`src/rtl/rwalk_pkg.sv`:
```
package rwalk_pkg;

    localparam int unsigned ENTRY_BASE       = 22;
    localparam int unsigned IMAGE_BIAS       = 13;
    localparam int unsigned PORT_ENTRY_BYTES = 8;
    localparam int unsigned PORT_ID_W        = 6;

    typedef enum logic [3:0] {
        S_IDLE,
        S_CHECK,
        S_LEN,
        S_HDR,
        S_QUERY,
        S_BYTE2,
        S_BYTE3,
        S_EMIT,
        S_FINISH
    } walk_state_e;

    typedef enum logic [1:0] {
        SEL_LEN = 2'd0,
        SEL_HDR = 2'd1,
        SEL_B2  = 2'd2,
        SEL_B3  = 2'd3
    } byte_sel_e;

    typedef struct packed {
        logic [PORT_ID_W-1:0] index;
        logic                 disabled;
        logic                 link;
        logic                 has_dual;
        logic [PORT_ID_W-1:0] partner;
    } port_rec_t;

    function automatic logic hdr_is_port(input logic [7:0] b);
        return b[7];
    endfunction

    function automatic logic hdr_is_off(input logic [7:0] b);
        return b[6];
    endfunction

    function automatic logic [PORT_ID_W-1:0] hdr_port_id(input logic [7:0] b);
        return b[PORT_ID_W-1:0];
    endfunction

    function automatic logic lane_bit(input logic [7:0] b);
        return b[4];
    endfunction

    function automatic logic dual_bit(input logic [7:0] b);
        return b[7];
    endfunction

    function automatic logic [PORT_ID_W-1:0] partner_id(input logic [7:0] b);
        return b[PORT_ID_W-1:0];
    endfunction

endpackage

```
`src/rtl/rwalk_cursor.sv`:
```
module rwalk_cursor
    import rwalk_pkg::*;
#(
    parameter int unsigned LEN_W = 10,
    parameter int unsigned POS_W = 12
) (
    input  logic             clk,
    input  logic             rst,
    input  logic             load,
    input  logic [LEN_W-1:0] data_len,
    input  logic             take_len,
    input  logic [7:0]       len_byte,
    input  logic             advance,
    output logic [POS_W-1:0] pos,
    output logic [POS_W-1:0] size,
    output logic             at_end,
    output logic             tail_fault,
    output logic             len_fault,
    output logic             len_is_port
);

    logic [POS_W-1:0] pos_q;
    logic [POS_W-1:0] size_q;
    logic [7:0]       len_q;

    always_ff @(posedge clk) begin
        if (rst) begin
            pos_q  <= '0;
            size_q <= '0;
            len_q  <= '0;
        end else begin
            if (load) begin
                pos_q  <= POS_W'(ENTRY_BASE);
                size_q <= POS_W'(data_len) + POS_W'(IMAGE_BIAS);
            end else if (advance) begin
                pos_q <= pos_q + POS_W'(len_q);
            end
            if (take_len) begin
                len_q <= len_byte;
            end
        end
    end

    assign pos         = pos_q;
    assign size        = size_q;
    assign at_end      = (pos_q >= size_q);
    assign tail_fault  = ((pos_q + POS_W'(1)) == size_q);
    assign len_fault   = (len_byte == 8'd0) || ((pos_q + POS_W'(len_byte)) > size_q);
    assign len_is_port = (len_q == 8'(PORT_ENTRY_BYTES));

    AST_POS_FORWARD: assert property (@(posedge clk) disable iff (rst)
        advance |=> (pos_q > $past(pos_q)));

endmodule

```
`src/rtl/rwalk_decoder.sv`:
```
module rwalk_decoder
    import rwalk_pkg::*;
(
    input  logic      clk,
    input  logic      rst,
    input  logic      cap_hdr,
    input  logic      cap_b2,
    input  logic      cap_b3,
    input  logic [7:0] byte_in,
    output port_rec_t rec
);

    port_rec_t rec_q;

    always_ff @(posedge clk) begin
        if (rst) begin
            rec_q <= '0;
        end else if (cap_hdr) begin
            rec_q          <= '0;
            rec_q.index    <= hdr_port_id(byte_in);
            rec_q.disabled <= hdr_is_off(byte_in);
        end else if (cap_b2) begin
            rec_q.link     <= lane_bit(byte_in);
            rec_q.has_dual <= dual_bit(byte_in);
        end else if (cap_b3) begin
            rec_q.partner  <= rec_q.has_dual ? partner_id(byte_in) : '0;
        end
    end

    assign rec = rec_q;

    AST_PARTNER_GATED: assert property (@(posedge clk) disable iff (rst)
        (rec_q.partner != '0) |-> rec_q.has_dual);

endmodule

```
`src/rtl/rwalk_ctrl.sv`:
```
module rwalk_ctrl
    import rwalk_pkg::*;
(
    input  logic      clk,
    input  logic      rst,
    input  logic      start,
    input  logic      at_end,
    input  logic      tail_fault,
    input  logic      len_fault,
    input  logic      len_is_port,
    input  logic      hdr_port,
    input  logic      hdr_off,
    input  logic      ptype_ack,
    input  logic      ptype_is_port,
    output logic      load,
    output logic      take_len,
    output logic      cap_hdr,
    output logic      cap_b2,
    output logic      cap_b3,
    output logic      advance,
    output logic      rd_en,
    output byte_sel_e rd_sel,
    output logic      ptype_req,
    output logic      rec_valid,
    output logic      walk_done,
    output logic      walk_error
);

    walk_state_e state_q, state_d;
    logic        err_q;
    logic        err_set;

    always_comb begin
        state_d   = state_q;
        err_set   = 1'b0;
        load      = 1'b0;
        take_len  = 1'b0;
        cap_hdr   = 1'b0;
        cap_b2    = 1'b0;
        cap_b3    = 1'b0;
        advance   = 1'b0;
        rd_en     = 1'b0;
        rd_sel    = SEL_LEN;
        ptype_req = 1'b0;
        rec_valid = 1'b0;
        walk_done = 1'b0;
        unique case (state_q)
            S_IDLE: begin
                if (start) begin
                    load    = 1'b1;
                    state_d = S_CHECK;
                end
            end
            S_CHECK: begin
                if (at_end) begin
                    state_d = S_FINISH;
                end else if (tail_fault) begin
                    err_set = 1'b1;
                    state_d = S_FINISH;
                end else begin
                    rd_en   = 1'b1;
                    rd_sel  = SEL_LEN;
                    state_d = S_LEN;
                end
            end
            S_LEN: begin
                take_len = 1'b1;
                if (len_fault) begin
                    err_set = 1'b1;
                    state_d = S_FINISH;
                end else begin
                    rd_en   = 1'b1;
                    rd_sel  = SEL_HDR;
                    state_d = S_HDR;
                end
            end
            S_HDR: begin
                cap_hdr = 1'b1;
                if (!hdr_port) begin
                    advance = 1'b1;
                    state_d = S_CHECK;
                end else if (hdr_off) begin
                    state_d = S_EMIT;
                end else begin
                    state_d = S_QUERY;
                end
            end
            S_QUERY: begin
                ptype_req = 1'b1;
                if (ptype_ack) begin
                    if (!ptype_is_port) begin
                        state_d = S_EMIT;
                    end else if (!len_is_port) begin
                        err_set = 1'b1;
                        state_d = S_FINISH;
                    end else begin
                        rd_en   = 1'b1;
                        rd_sel  = SEL_B2;
                        state_d = S_BYTE2;
                    end
                end
            end
            S_BYTE2: begin
                cap_b2  = 1'b1;
                rd_en   = 1'b1;
                rd_sel  = SEL_B3;
                state_d = S_BYTE3;
            end
            S_BYTE3: begin
                cap_b3  = 1'b1;
                state_d = S_EMIT;
            end
            S_EMIT: begin
                rec_valid = 1'b1;
                advance   = 1'b1;
                state_d   = S_CHECK;
            end
            S_FINISH: begin
                walk_done = 1'b1;
                state_d   = S_IDLE;
            end
            default: state_d = S_IDLE;
        endcase
    end

    always_ff @(posedge clk) begin
        if (rst) begin
            state_q <= S_IDLE;
            err_q   <= 1'b0;
        end else begin
            state_q <= state_d;
            if (load) begin
                err_q <= 1'b0;
            end else if (err_set) begin
                err_q <= 1'b1;
            end
        end
    end

    assign walk_error = err_q;

    AST_REQ_HELD: assert property (@(posedge clk) disable iff (rst)
        (ptype_req && !ptype_ack) |=> ptype_req);
    AST_DONE_PULSE: assert property (@(posedge clk) disable iff (rst)
        walk_done |=> !walk_done);
    AST_ERR_AT_DONE: assert property (@(posedge clk) disable iff (rst)
        $rose(walk_error) |-> walk_done);
    AST_STROBES_APART: assert property (@(posedge clk) disable iff (rst)
        $onehot0({rec_valid, walk_done, ptype_req}));

endmodule

```
`src/rtl/rom_entry_walker.sv`:
```
module rom_entry_walker
    import rwalk_pkg::*;
#(
    parameter int unsigned ADDR_W = 12,
    parameter int unsigned LEN_W  = 10
) (
    input  logic              clk,
    input  logic              rst,
    input  logic              start,
    input  logic [LEN_W-1:0]  data_len,
    output logic              mem_rd_en,
    output logic [ADDR_W-1:0] mem_rd_addr,
    input  logic [7:0]        mem_rd_data,
    output logic              ptype_req,
    output logic [5:0]        ptype_idx,
    input  logic              ptype_ack,
    input  logic              ptype_is_port,
    output logic              rec_valid,
    output logic [5:0]        rec_index,
    output logic              rec_disabled,
    output logic              rec_link,
    output logic              rec_has_dual,
    output logic [5:0]        rec_partner,
    output logic              walk_done,
    output logic              walk_error
);

    localparam int unsigned POS_W = $clog2((1 << LEN_W) + IMAGE_BIAS + 256);

    logic [POS_W-1:0] pos, size;
    logic             at_end, tail_fault, len_fault, len_is_port;
    logic             load, take_len, cap_hdr, cap_b2, cap_b3, advance;
    byte_sel_e        rd_sel;
    port_rec_t        rec;

    rwalk_ctrl u_ctrl (
        .clk          (clk),
        .rst          (rst),
        .start        (start),
        .at_end       (at_end),
        .tail_fault   (tail_fault),
        .len_fault    (len_fault),
        .len_is_port  (len_is_port),
        .hdr_port     (hdr_is_port(mem_rd_data)),
        .hdr_off      (hdr_is_off(mem_rd_data)),
        .ptype_ack    (ptype_ack),
        .ptype_is_port(ptype_is_port),
        .load         (load),
        .take_len     (take_len),
        .cap_hdr      (cap_hdr),
        .cap_b2       (cap_b2),
        .cap_b3       (cap_b3),
        .advance      (advance),
        .rd_en        (mem_rd_en),
        .rd_sel       (rd_sel),
        .ptype_req    (ptype_req),
        .rec_valid    (rec_valid),
        .walk_done    (walk_done),
        .walk_error   (walk_error)
    );

    rwalk_cursor #(
        .LEN_W(LEN_W),
        .POS_W(POS_W)
    ) u_cursor (
        .clk        (clk),
        .rst        (rst),
        .load       (load),
        .data_len   (data_len),
        .take_len   (take_len),
        .len_byte   (mem_rd_data),
        .advance    (advance),
        .pos        (pos),
        .size       (size),
        .at_end     (at_end),
        .tail_fault (tail_fault),
        .len_fault  (len_fault),
        .len_is_port(len_is_port)
    );

    rwalk_decoder u_decoder (
        .clk    (clk),
        .rst    (rst),
        .cap_hdr(cap_hdr),
        .cap_b2 (cap_b2),
        .cap_b3 (cap_b3),
        .byte_in(mem_rd_data),
        .rec    (rec)
    );

    assign mem_rd_addr  = ADDR_W'(pos + POS_W'(rd_sel));
    assign ptype_idx    = rec.index;
    assign rec_index    = rec.index;
    assign rec_disabled = rec.disabled;
    assign rec_link     = rec.link;
    assign rec_has_dual = rec.has_dual;
    assign rec_partner  = rec.partner;

    AST_READ_IN_IMAGE: assert property (@(posedge clk) disable iff (rst)
        mem_rd_en |-> ((pos + POS_W'(rd_sel)) < size));
    AST_OFF_PORT_CLEAN: assert property (@(posedge clk) disable iff (rst)
        (rec_valid && rec_disabled) |-> (!rec_link && !rec_has_dual && rec_partner == '0));

endmodule

```
`config.mk`:
```
export PLATFORM = sky130hd
export DESIGN_NAME = rom_entry_walker
export DESIGN_NICKNAME = d
export VERILOG_FILES = /design/src/rtl/rwalk_pkg.sv /design/src/rtl/rwalk_cursor.sv /design/src/rtl/rwalk_decoder.sv /design/src/rtl/rwalk_ctrl.sv /design/src/rtl/rom_entry_walker.sv
export SDC_FILE = /design/constraint.sdc
export NUM_CORES = 1
export LEC_CHECK = 0
export BUFFER_PORTS_ARGS = -buffer_cell sky130_fd_sc_hd__buf_2
export CAP_MARGIN = 10
export CORE_ASPECT_RATIO = 0.75
export CORE_MARGIN = 3
export CORE_UTILIZATION = 58
export CTS_CLUSTER_SIZE = 14
export DETAILED_ROUTE_END_ITERATION = 12
export PLACE_DENSITY = 0.81
export RECOVER_POWER = 25
export SYNTH_ARGS = -nofsm -noshare
export SYNTH_HDL_FRONTEND = slang
export SYNTH_SLANG_ARGS = --single-unit
```
`constraint.sdc`:
```
create_clock -name clk -period 8.1 [get_ports clk]
set_clock_uncertainty 0.2 [all_clocks]
set_input_delay 1.62 -clock clk [delete_from_list [all_inputs] [get_ports clk]]
set_output_delay 1.62 -clock clk [all_outputs]
set_load 0.03 [all_outputs]
```
* Yosys cells after proc, flatten, opt, wreduce, memory -nomap -nowiden
Cells that the tools add are included.
** Operators by class
- Eq/ne operators :: 12
- Magnitude comparators :: 2
- Shift-type cells :: 0
- Bitwise logic cells :: 1
- Div/mod/pow operators :: 0
- Reduce and logical (&&, ||, !) cells :: 8
- Multipliers :: 0
- Add/sub/neg operators :: 5
- Mux-type cells :: 43
** Operator list (count)
- 2-to-1 mux 4 bit :: 8
- case mux 4 bit (8 select lines) :: 1
- 2-to-1 mux 1 bit :: 23
- adder 11 x 8 -> 11 bit :: 2
- equality test 4 x 3 -> 1 bit (second input constant) :: 4
- adder 11 x 2 -> 12 bit :: 1
- adder 10 x 4 -> 11 bit (second input constant) :: 1
- adder 11 x 1 -> 11 bit (second input constant) :: 1
- equality test 11 bit :: 1
- >= comparator 11 bit :: 1
- greater-than comparator 11 bit :: 1
- 2-to-1 mux 5 bit :: 2
- equality test 4 x 2 -> 1 bit (second input constant) :: 2
- equality test 8 x 4 -> 1 bit (second input constant) :: 1
- zero test 8 bit :: 1
- 2-to-1 mux 2 bit :: 4
- 2-to-1 mux 6 bit :: 1
- case mux 2 bit (3 select lines) :: 1
- equality test 4 x 1 -> 1 bit (second input constant) :: 1
- equality test 4 bit (second input constant) :: 1
- zero test 4 bit :: 1
- != test 2 bit (second input constant) :: 2
- case mux 1 bit (4 select lines) :: 1
- AND reduction 2 bit :: 2
- other kinds (6) :: 7
** Word-level totals
- Memories :: 0
- Bits of input ports :: 23
- Bits in latches :: 0
- Output and inout bits :: 38
- Bits in writable memories :: 0
- Bits in registers :: 50
- Bits in read-only memories :: 0
- Logic and storage cells :: 82

* Logic depth before layout (Yosys ltp)
- Word-level depth :: 6
- Mapped depth :: 20
- Gate-level depth less buffers :: 20

* Hierarchy
Synthesis repeated with hierarchy kept, for this count alone.
** Second synthesis, totals
- Cell total of the unflattened synthesis :: 483
- Area, all modules :: 4076.4 sq um
** By module, submodules not included
- rwalk_cursor :: area an instance 2737.6 sq um, cells each 330, times used 1, seq. area each 600.6 sq um
- rwalk_decoder :: area an instance 586.8 sq um, cells each 57, times used 1, seq. area each 300.3 sq um
- rwalk_ctrl :: area an instance 460.4 sq um, cells each 57, times used 1, seq. area each 100.1 sq um
- rom_entry_walker :: area an instance 291.5 sq um, cells each 39, times used 1, seq. area each 0.0 sq um

* Least setup slack after synthesis
No wires, ideal clock.
- Kind :: input-to-output
- From :: in mem_rd_data[0]
- To :: out mem_rd_addr[6]
- Arrival :: 5764 ps
- Path buffers :: 0
- Slack :: 516 ps
- Required time :: 6280 ps
- Cell stages on the path :: 20
- Path through :: ha_1 fa_1 a21o_1 a21oi_1 nor2b_1 o311ai_1 a211oi_1 xor2_1 ha_1 nand4_1 or3_1 o311ai_1 nand3_1 nand2_1 ha_1 inv_1 fa_1 nor2_1 nand2_1 xnor2_1
** On the way
- Word-level cells in the longest chain between the ends :: 6
- Elaborated cells on any way between the ends :: 7
- Those cells by class :: add/sub (2); order compare (1); mux (2); reduce/logical (2)
** Ends and longest elaborated chain
- start, declared :: RTL line rom_entry_walker.sv:13 : input logic [7:0] mem_rd_data,
- adder 11 x 8 -> 11 bit :: RTL line rwalk_cursor.sv:48 : assign len_fault = (len_byte == 8'd0) || ((pos_q + POS_W'(len_byte)) > size_q);
- greater-than comparator 11 bit :: RTL line rwalk_cursor.sv:48
- logical OR 1 bit (*) :: RTL line rwalk_cursor.sv:48
- 2-to-1 mux 1 bit (*) :: RTL line rwalk_ctrl.sv:68 : if (len_fault) begin
- case mux 2 bit (3 select lines) (*) :: RTL line rwalk_ctrl.sv:47 : unique case (state_q)
- adder 11 x 2 -> 12 bit (*) :: RTL line rom_entry_walker.sv:91 : assign mem_rd_addr = ADDR_W'(pos + POS_W'(rd_sel));
- end, declared :: RTL line rom_entry_walker.sv:12 : output logic [ADDR_W-1:0] mem_rd_addr,
Every way passes the cells marked *; elsewhere a longest branch is shown, timed or not.

* Final worst setup path
- From :: in mem_rd_data[0]
- To :: out mem_rd_addr[10]
The elaborated chain is that of the path after synthesis.

==> flow_summary.html <==
<table>
<tr><th>Metric</th><th>Value</th></tr>
<tr><th colspan="2">Logic synthesis</th></tr>
<tr><td>Main synth FF type</td><td>sky130_fd_sc_hd__dfxtp_1</td></tr>
<tr><td>Most area-consuming cells after synthesis</td><td>sky130_fd_sc_hd__dfxtp_1 (25%), sky130_fd_sc_hd__ha_1 (13%), sky130_fd_sc_hd__nand2_1 (8.4%)</td></tr>
<tr><td>Number of synthesis warnings</td><td>0</td></tr>
<tr><td>Sequential share of the synthesized area</td><td>0.248</td></tr>
<tr><td>Cell area after technology mapping</td><td>4030 sq um</td></tr>
<tr><td>Library cells used by synthesis</td><td>59</td></tr>
<tr><td>FFs w/ async S/R, synth</td><td>0</td></tr>
<tr><td>EDFF count, synth</td><td>0</td></tr>
<tr><td>Mapped Nets</td><td>602</td></tr>
<tr><td>Top cell type by total area after synthesis</td><td>sky130_fd_sc_hd__dfxtp_1</td></tr>
<tr><td>Area share of the leading cell type in the synthesized netlist</td><td>0.248</td></tr>
<tr><td>Post-Synthesis Cells</td><td>534</td></tr>
<tr><td>#FFs+latches synth</td><td>50</td></tr>
<tr><td>Mean instance size in the synthesized netlist</td><td>7.55 sq um</td></tr>
<tr><th colspan="2">Power and ir drop</th></tr>
<tr><td>Net Sw Frac</td><td>0.446</td></tr>
<tr><td>Areal power density over the cells</td><td>198 nW/um^2</td></tr>
<tr><td>Worst IR Drop VDD</td><td>0.0000903 V</td></tr>
<tr><td>Static Leak</td><td>1.90 nW</td></tr>
<tr><td>Power share of the clock group</td><td>0.184</td></tr>
<tr><td>Gate power share</td><td>0.446</td></tr>
<tr><td>Tot Pwr</td><td>880 uW</td></tr>
<tr><td>Cell internal pwr</td><td>487 uW</td></tr>
<tr><td>Seq pwr share</td><td>0.370</td></tr>
<tr><td>Switching power</td><td>393 uW</td></tr>
<tr><th colspan="2">Finish</th></tr>
<tr><td>Area growth syn-to-layout</td><td>10.2%</td></tr>
<tr><td>Number of filler instances in the final layout</td><td>558</td></tr>
<tr><td>Post-layout instance count excluding filler cells</td><td>656</td></tr>
<tr><td>Final design instance area without fill</td><td>4440 sq um</td></tr>
<tr><td>Final Net Count</td><td>642</td></tr>
<tr><td>Share of final-layout standard cells stronger than drive strength 1</td><td>0.144</td></tr>
<tr><td>Antenna diode instance count</td><td>0</td></tr>
<tr><th colspan="2">Detailed routing</th></tr>
<tr><td>Vias per cell</td><td>6.23</td></tr>
<tr><td>Routed Wire Length</td><td>11300 um</td></tr>
<tr><td>Average wire per standard cell</td><td>17.2 um</td></tr>
<tr><td>DR DRC count</td><td>0</td></tr>
<tr><td>Detailed-router iteration count before antenna repair</td><td>7</td></tr>
<tr><td>Via count of the routed design</td><td>4084</td></tr>
<tr><td>1st-iter DRT viols</td><td>387</td></tr>
<tr><td>Remaining antenna violation count after routing</td><td>0</td></tr>
<tr><th colspan="2">Worst hold path</th></tr>
<tr><td>Min-Delay Path Depth</td><td>2</td></tr>
<tr><td>HP Class</td><td>register to register</td></tr>
<tr><td>Startpoint of the lowest-slack hold path</td><td>u_decoder.rec[5]</td></tr>
<tr><td>Worst Hold Endpoint</td><td>u_decoder.rec[5]</td></tr>
<tr><th colspan="2">Global routing</th></tr>
<tr><td>Vias in the first global route</td><td>3979</td></tr>
<tr><td>GRT Residual Overflow</td><td>0</td></tr>
<tr><td>First-pass GRT wire length</td><td>18900 um</td></tr>
<tr><td>Maximum number of pins on one net before global-route repair</td><td>35</td></tr>
<tr><td>Antenna violations before repair</td><td>0</td></tr>
<tr><td>Tot GR Track Use</td><td>0.296</td></tr>
<tr><th colspan="2">Floorplanning</th></tr>
<tr><td>Core box area</td><td>6510 sq um</td></tr>
<tr><td>Top-level port count</td><td>61</td></tr>
<tr><td>Overall die area</td><td>8000 sq um</td></tr>
<tr><td>Die outline height</td><td>78.2 um</td></tr>
<tr><td>Starting Density</td><td>0.620</td></tr>
<tr><td>Cell Rows</td><td>25</td></tr>
<tr><td>DIE WIDTH</td><td>102 um</td></tr>
<tr><th colspan="2">Placed design</th></tr>
<tr><td>Inst Count DP</td><td>647</td></tr>
<tr><td>Placement Cell Area</td><td>4290 sq um</td></tr>
<tr><td>Port-buffer cells</td><td>60</td></tr>
<tr><td>Final weighted congestion of routability-driven global placement</td><td>0.927</td></tr>
<tr><td>Hpwl dp</td><td>8670 um</td></tr>
<tr><td>Placement Setup Slack</td><td>-5.78 ps</td></tr>
<tr><th colspan="2">Clock network</th></tr>
<tr><td>Number of clock sinks</td><td>50</td></tr>
<tr><td>Buffers from clock root to sink, at most</td><td>2</td></tr>
<tr><td>Num CTS Buffers</td><td>5</td></tr>
<tr><td>Clock slew seen by the registers of the worst setup and hold paths</td><td>110 ps</td></tr>
<tr><td>Max H-tree Level</td><td>2</td></tr>
<tr><td>Clock tree from TritonCTS</td><td>yes</td></tr>
<tr><td>Clock insertion delay at the later pin of the skew report</td><td>320 ps</td></tr>
<tr><td>CTS hold repair buffers</td><td>0</td></tr>
<tr><td>Root Buffer</td><td>sky130_fd_sc_hd__clkbuf_8</td></tr>
<tr><th colspan="2">Outcome</th></tr>
<tr><td>Result of the run</td><td>complete, but fails checks</td></tr>
<tr><td>Failing checks</td><td>capacitance limit, slew limit</td></tr>
<tr><th colspan="2">Timing</th></tr>
<tr><td>Time the final worst path needs with I/O delays and setup</td><td>7800 ps</td></tr>
<tr><td>Setup total negative slack</td><td>0 ps</td></tr>
<tr><td>Final setup violation count</td><td>0</td></tr>
<tr><td>Relative slew slack</td><td>-0.0801</td></tr>
<tr><td>RSZ-0062 raised after global routing</td><td>false</td></tr>
<tr><td>Fin worst setup slack</td><td>297 ps</td></tr>
<tr><td>Final slew viol count</td><td>35</td></tr>
<tr><td>Final critical-path share of the clock period</td><td>0.963</td></tr>
<tr><td>Number of hold-slack violations in the final timing report</td><td>0</td></tr>
<tr><td>Upper clock frequency limit</td><td>128 MHz</td></tr>
<tr><td>Worst slew pin tran</td><td>1620 ps</td></tr>
<tr><th colspan="2">Worst setup path</th></tr>
<tr><td>Slack of the worst reg-to-reg path</td><td>3980 ps</td></tr>
<tr><td>Worst setup SP type</td><td>primary input</td></tr>
<tr><td>Worst Path Required</td><td>6280 ps</td></tr>
<tr><td>Critical Path Fanout Max</td><td>5</td></tr>
<tr><td>R2r worst-path depth</td><td>15</td></tr>
<tr><td>Reg2reg end</td><td>u_ctrl.state_q[3]</td></tr>
<tr><td>Setup Crit Path Kind</td><td>primary input to primary output</td></tr>
<tr><td>Worst r2r src</td><td>u_cursor.pos[0]</td></tr>
<tr><td>Worst Setup End Kind</td><td>primary output</td></tr>
<tr><td>Data arrival, critical path</td><td>5980 ps</td></tr>
<tr><th colspan="2">Job</th></tr>
<tr><td>Maxcap violations</td><td>1</td></tr>
</table>
[Yosys cell counts, drive strengths merged, types with 4 or more instances]
library cell	count
a211oi	11
a21o	10
a21oi	56
a311oi	5
a31oi	5
and3	10
buf	16
clkbuf	13
dfxtp	50
ha	42
inv	28
nand2	90
nand2b	7
nand3	23
nand4	7
nor2	31
nor2b	4
nor3	13
nor4	5
o211ai	4
o21ai	15
xnor2	26
xor2	12
[through the flow]
| stage | hold WS (ps) | utilization |
|---|---|---|
| 2_1_floorplan | 248 | - |
| 3_3_place_gp | 238 | 0.659 |
| 3_5_place_dp | 248 | 0.659 |
| 4_1_cts | 264 | 0.675 |
| 5_1_grt | 289 | 0.683 |
| 6_report | 265 | 0.683 |
[area by class of cell]
cell class                 count  area, sq um  area share
clock inverter                 3         26.3     0.00592
timing repair buffer          62          317      0.0713
clock buffer                   5         68.8      0.0155
tap                           81          101      0.0228
multi-input combinational    427         2820       0.635
inverter                      28          105      0.0237
sequential                    50         1000       0.225
[kinds of logic after synthesis]
kind of cell             count (synthesis)  synth area share
buffers and inverters                   57            0.0642
XOR/XNOR                                38            0.0826
flip-flops                              50             0.248
AND/OR/NAND/NOR                        209             0.244
adder cells (fa/ha/maj)                 45             0.145
multiplexers                             2           0.00497
AO/OA/AOI/OAI                          133             0.210
[critical path: stages]
cell	delay (ps)
sky130_fd_sc_hd__buf_2	130
sky130_fd_sc_hd__ha_1	230
sky130_fd_sc_hd__fa_1	410
sky130_fd_sc_hd__a21o_1	190
sky130_fd_sc_hd__a21oi_2	170
sky130_fd_sc_hd__nor2b_1	100
sky130_fd_sc_hd__o311ai_4	330
sky130_fd_sc_hd__a21oi_2	100
sky130_fd_sc_hd__xnor2_1	230
sky130_fd_sc_hd__ha_1	300
sky130_fd_sc_hd__a21oi_2	160
sky130_fd_sc_hd__o21ai_0	120
sky130_fd_sc_hd__o311ai_2	350
sky130_fd_sc_hd__nand3_2	160
sky130_fd_sc_hd__nand2_1	140
sky130_fd_sc_hd__ha_1	180
sky130_fd_sc_hd__inv_1	60
sky130_fd_sc_hd__fa_2	380
sky130_fd_sc_hd__nor2_2	170
sky130_fd_sc_hd__nand2_1	90
sky130_fd_sc_hd__xnor2_1	140
sky130_fd_sc_hd__buf_2	210
[worst max path at each step]
stage	start	to	cells after the start
after floorplan	mem_rd_data[0]	mem_rd_addr[6]	20
after global placement	mem_rd_data[0]	mem_rd_addr[6]	22
after detailed placement	mem_rd_data[0]	mem_rd_addr[10]	22
after CTS	mem_rd_data[0]	mem_rd_addr[10]	22
after global routing	mem_rd_data[0]	mem_rd_addr[6]	22
final	mem_rd_data[0]	mem_rd_addr[10]	22
[sequential cells by signal (all words and copies together), names as in the netlist]
name	cells
u_ctrl.state_q	4
u_ctrl.walk_error	1
u_cursor.len_q	8
u_cursor.pos	11
u_cursor.size	11
u_decoder.rec	15
[what timing repair did]
| item | CTS | global route |
|---|---|---|
| setup endpoints to repair | 3 | 6 |
| pin swaps | 0 | 3 |
| hold endpoints to repair | 0 | 0 |
| resized for setup | 1 | 10 |
| buffers inserted | 0 | 1 |
[cells in the final DEF, fill, tap and decap left out, types with 3 or more instances in the layout]
cell / netlist / layout
sky130_fd_sc_hd__a21oi_2: 0 / 3
sky130_fd_sc_hd__or3_1: 3 / 3
sky130_fd_sc_hd__ha_1: 42 / 42
sky130_fd_sc_hd__nor3b_1: 3 / 3
sky130_fd_sc_hd__xor2_1: 12 / 12
sky130_fd_sc_hd__nand4_1: 7 / 7
sky130_fd_sc_hd__o211ai_1: 4 / 4
sky130_fd_sc_hd__a21o_1: 10 / 10
sky130_fd_sc_hd__nor3_1: 12 / 12
sky130_fd_sc_hd__nor2b_1: 4 / 4
sky130_fd_sc_hd__nor4_1: 5 / 5
sky130_fd_sc_hd__a21oi_1: 56 / 53
sky130_fd_sc_hd__o21ai_0: 9 / 9
sky130_fd_sc_hd__nor2_1: 31 / 30
sky130_fd_sc_hd__o2111ai_1: 3 / 3
sky130_fd_sc_hd__o22ai_1: 3 / 3
sky130_fd_sc_hd__o21bai_1: 3 / 3
sky130_fd_sc_hd__xnor2_1: 26 / 26
sky130_fd_sc_hd__a311oi_1: 5 / 5
sky130_fd_sc_hd__and2_1: 3 / 3
sky130_fd_sc_hd__nand2_1: 90 / 90
sky130_fd_sc_hd__and3_1: 10 / 10
sky130_fd_sc_hd__dfxtp_1: 50 / 50
sky130_fd_sc_hd__nand2b_1: 7 / 7
sky130_fd_sc_hd__o21ai_1: 6 / 6
sky130_fd_sc_hd__a211oi_1: 10 / 9
sky130_fd_sc_hd__clkbuf_8: 0 / 5
sky130_fd_sc_hd__buf_2: 6 / 58
sky130_fd_sc_hd__a31oi_1: 5 / 5
sky130_fd_sc_hd__nand3_1: 23 / 22
sky130_fd_sc_hd__inv_1: 28 / 28
[layer usage]
layer	wire, um	GRT usage	vias up	part of all wire
met1	4890	0.412	1888	0.43
met5	0	0	-	0
met4	208	0.0878	0	0.018
met2	5090	0.474	187	0.45
met3	1120	0.0435	29	0.099
li1	-	-	1980	-
[power by group through the flow]
stage	clock network, mW	logic (mW)	registers, mW
after floorplan	0	0.305	0.303
after global placement	0	0.360	0.326
after detailed placement	0	0.374	0.328
after CTS	0.164	0.378	0.323
after global routing	0.176	0.436	0.330
final	0.162	0.393	0.325
(Power assumes the default switching activity.)
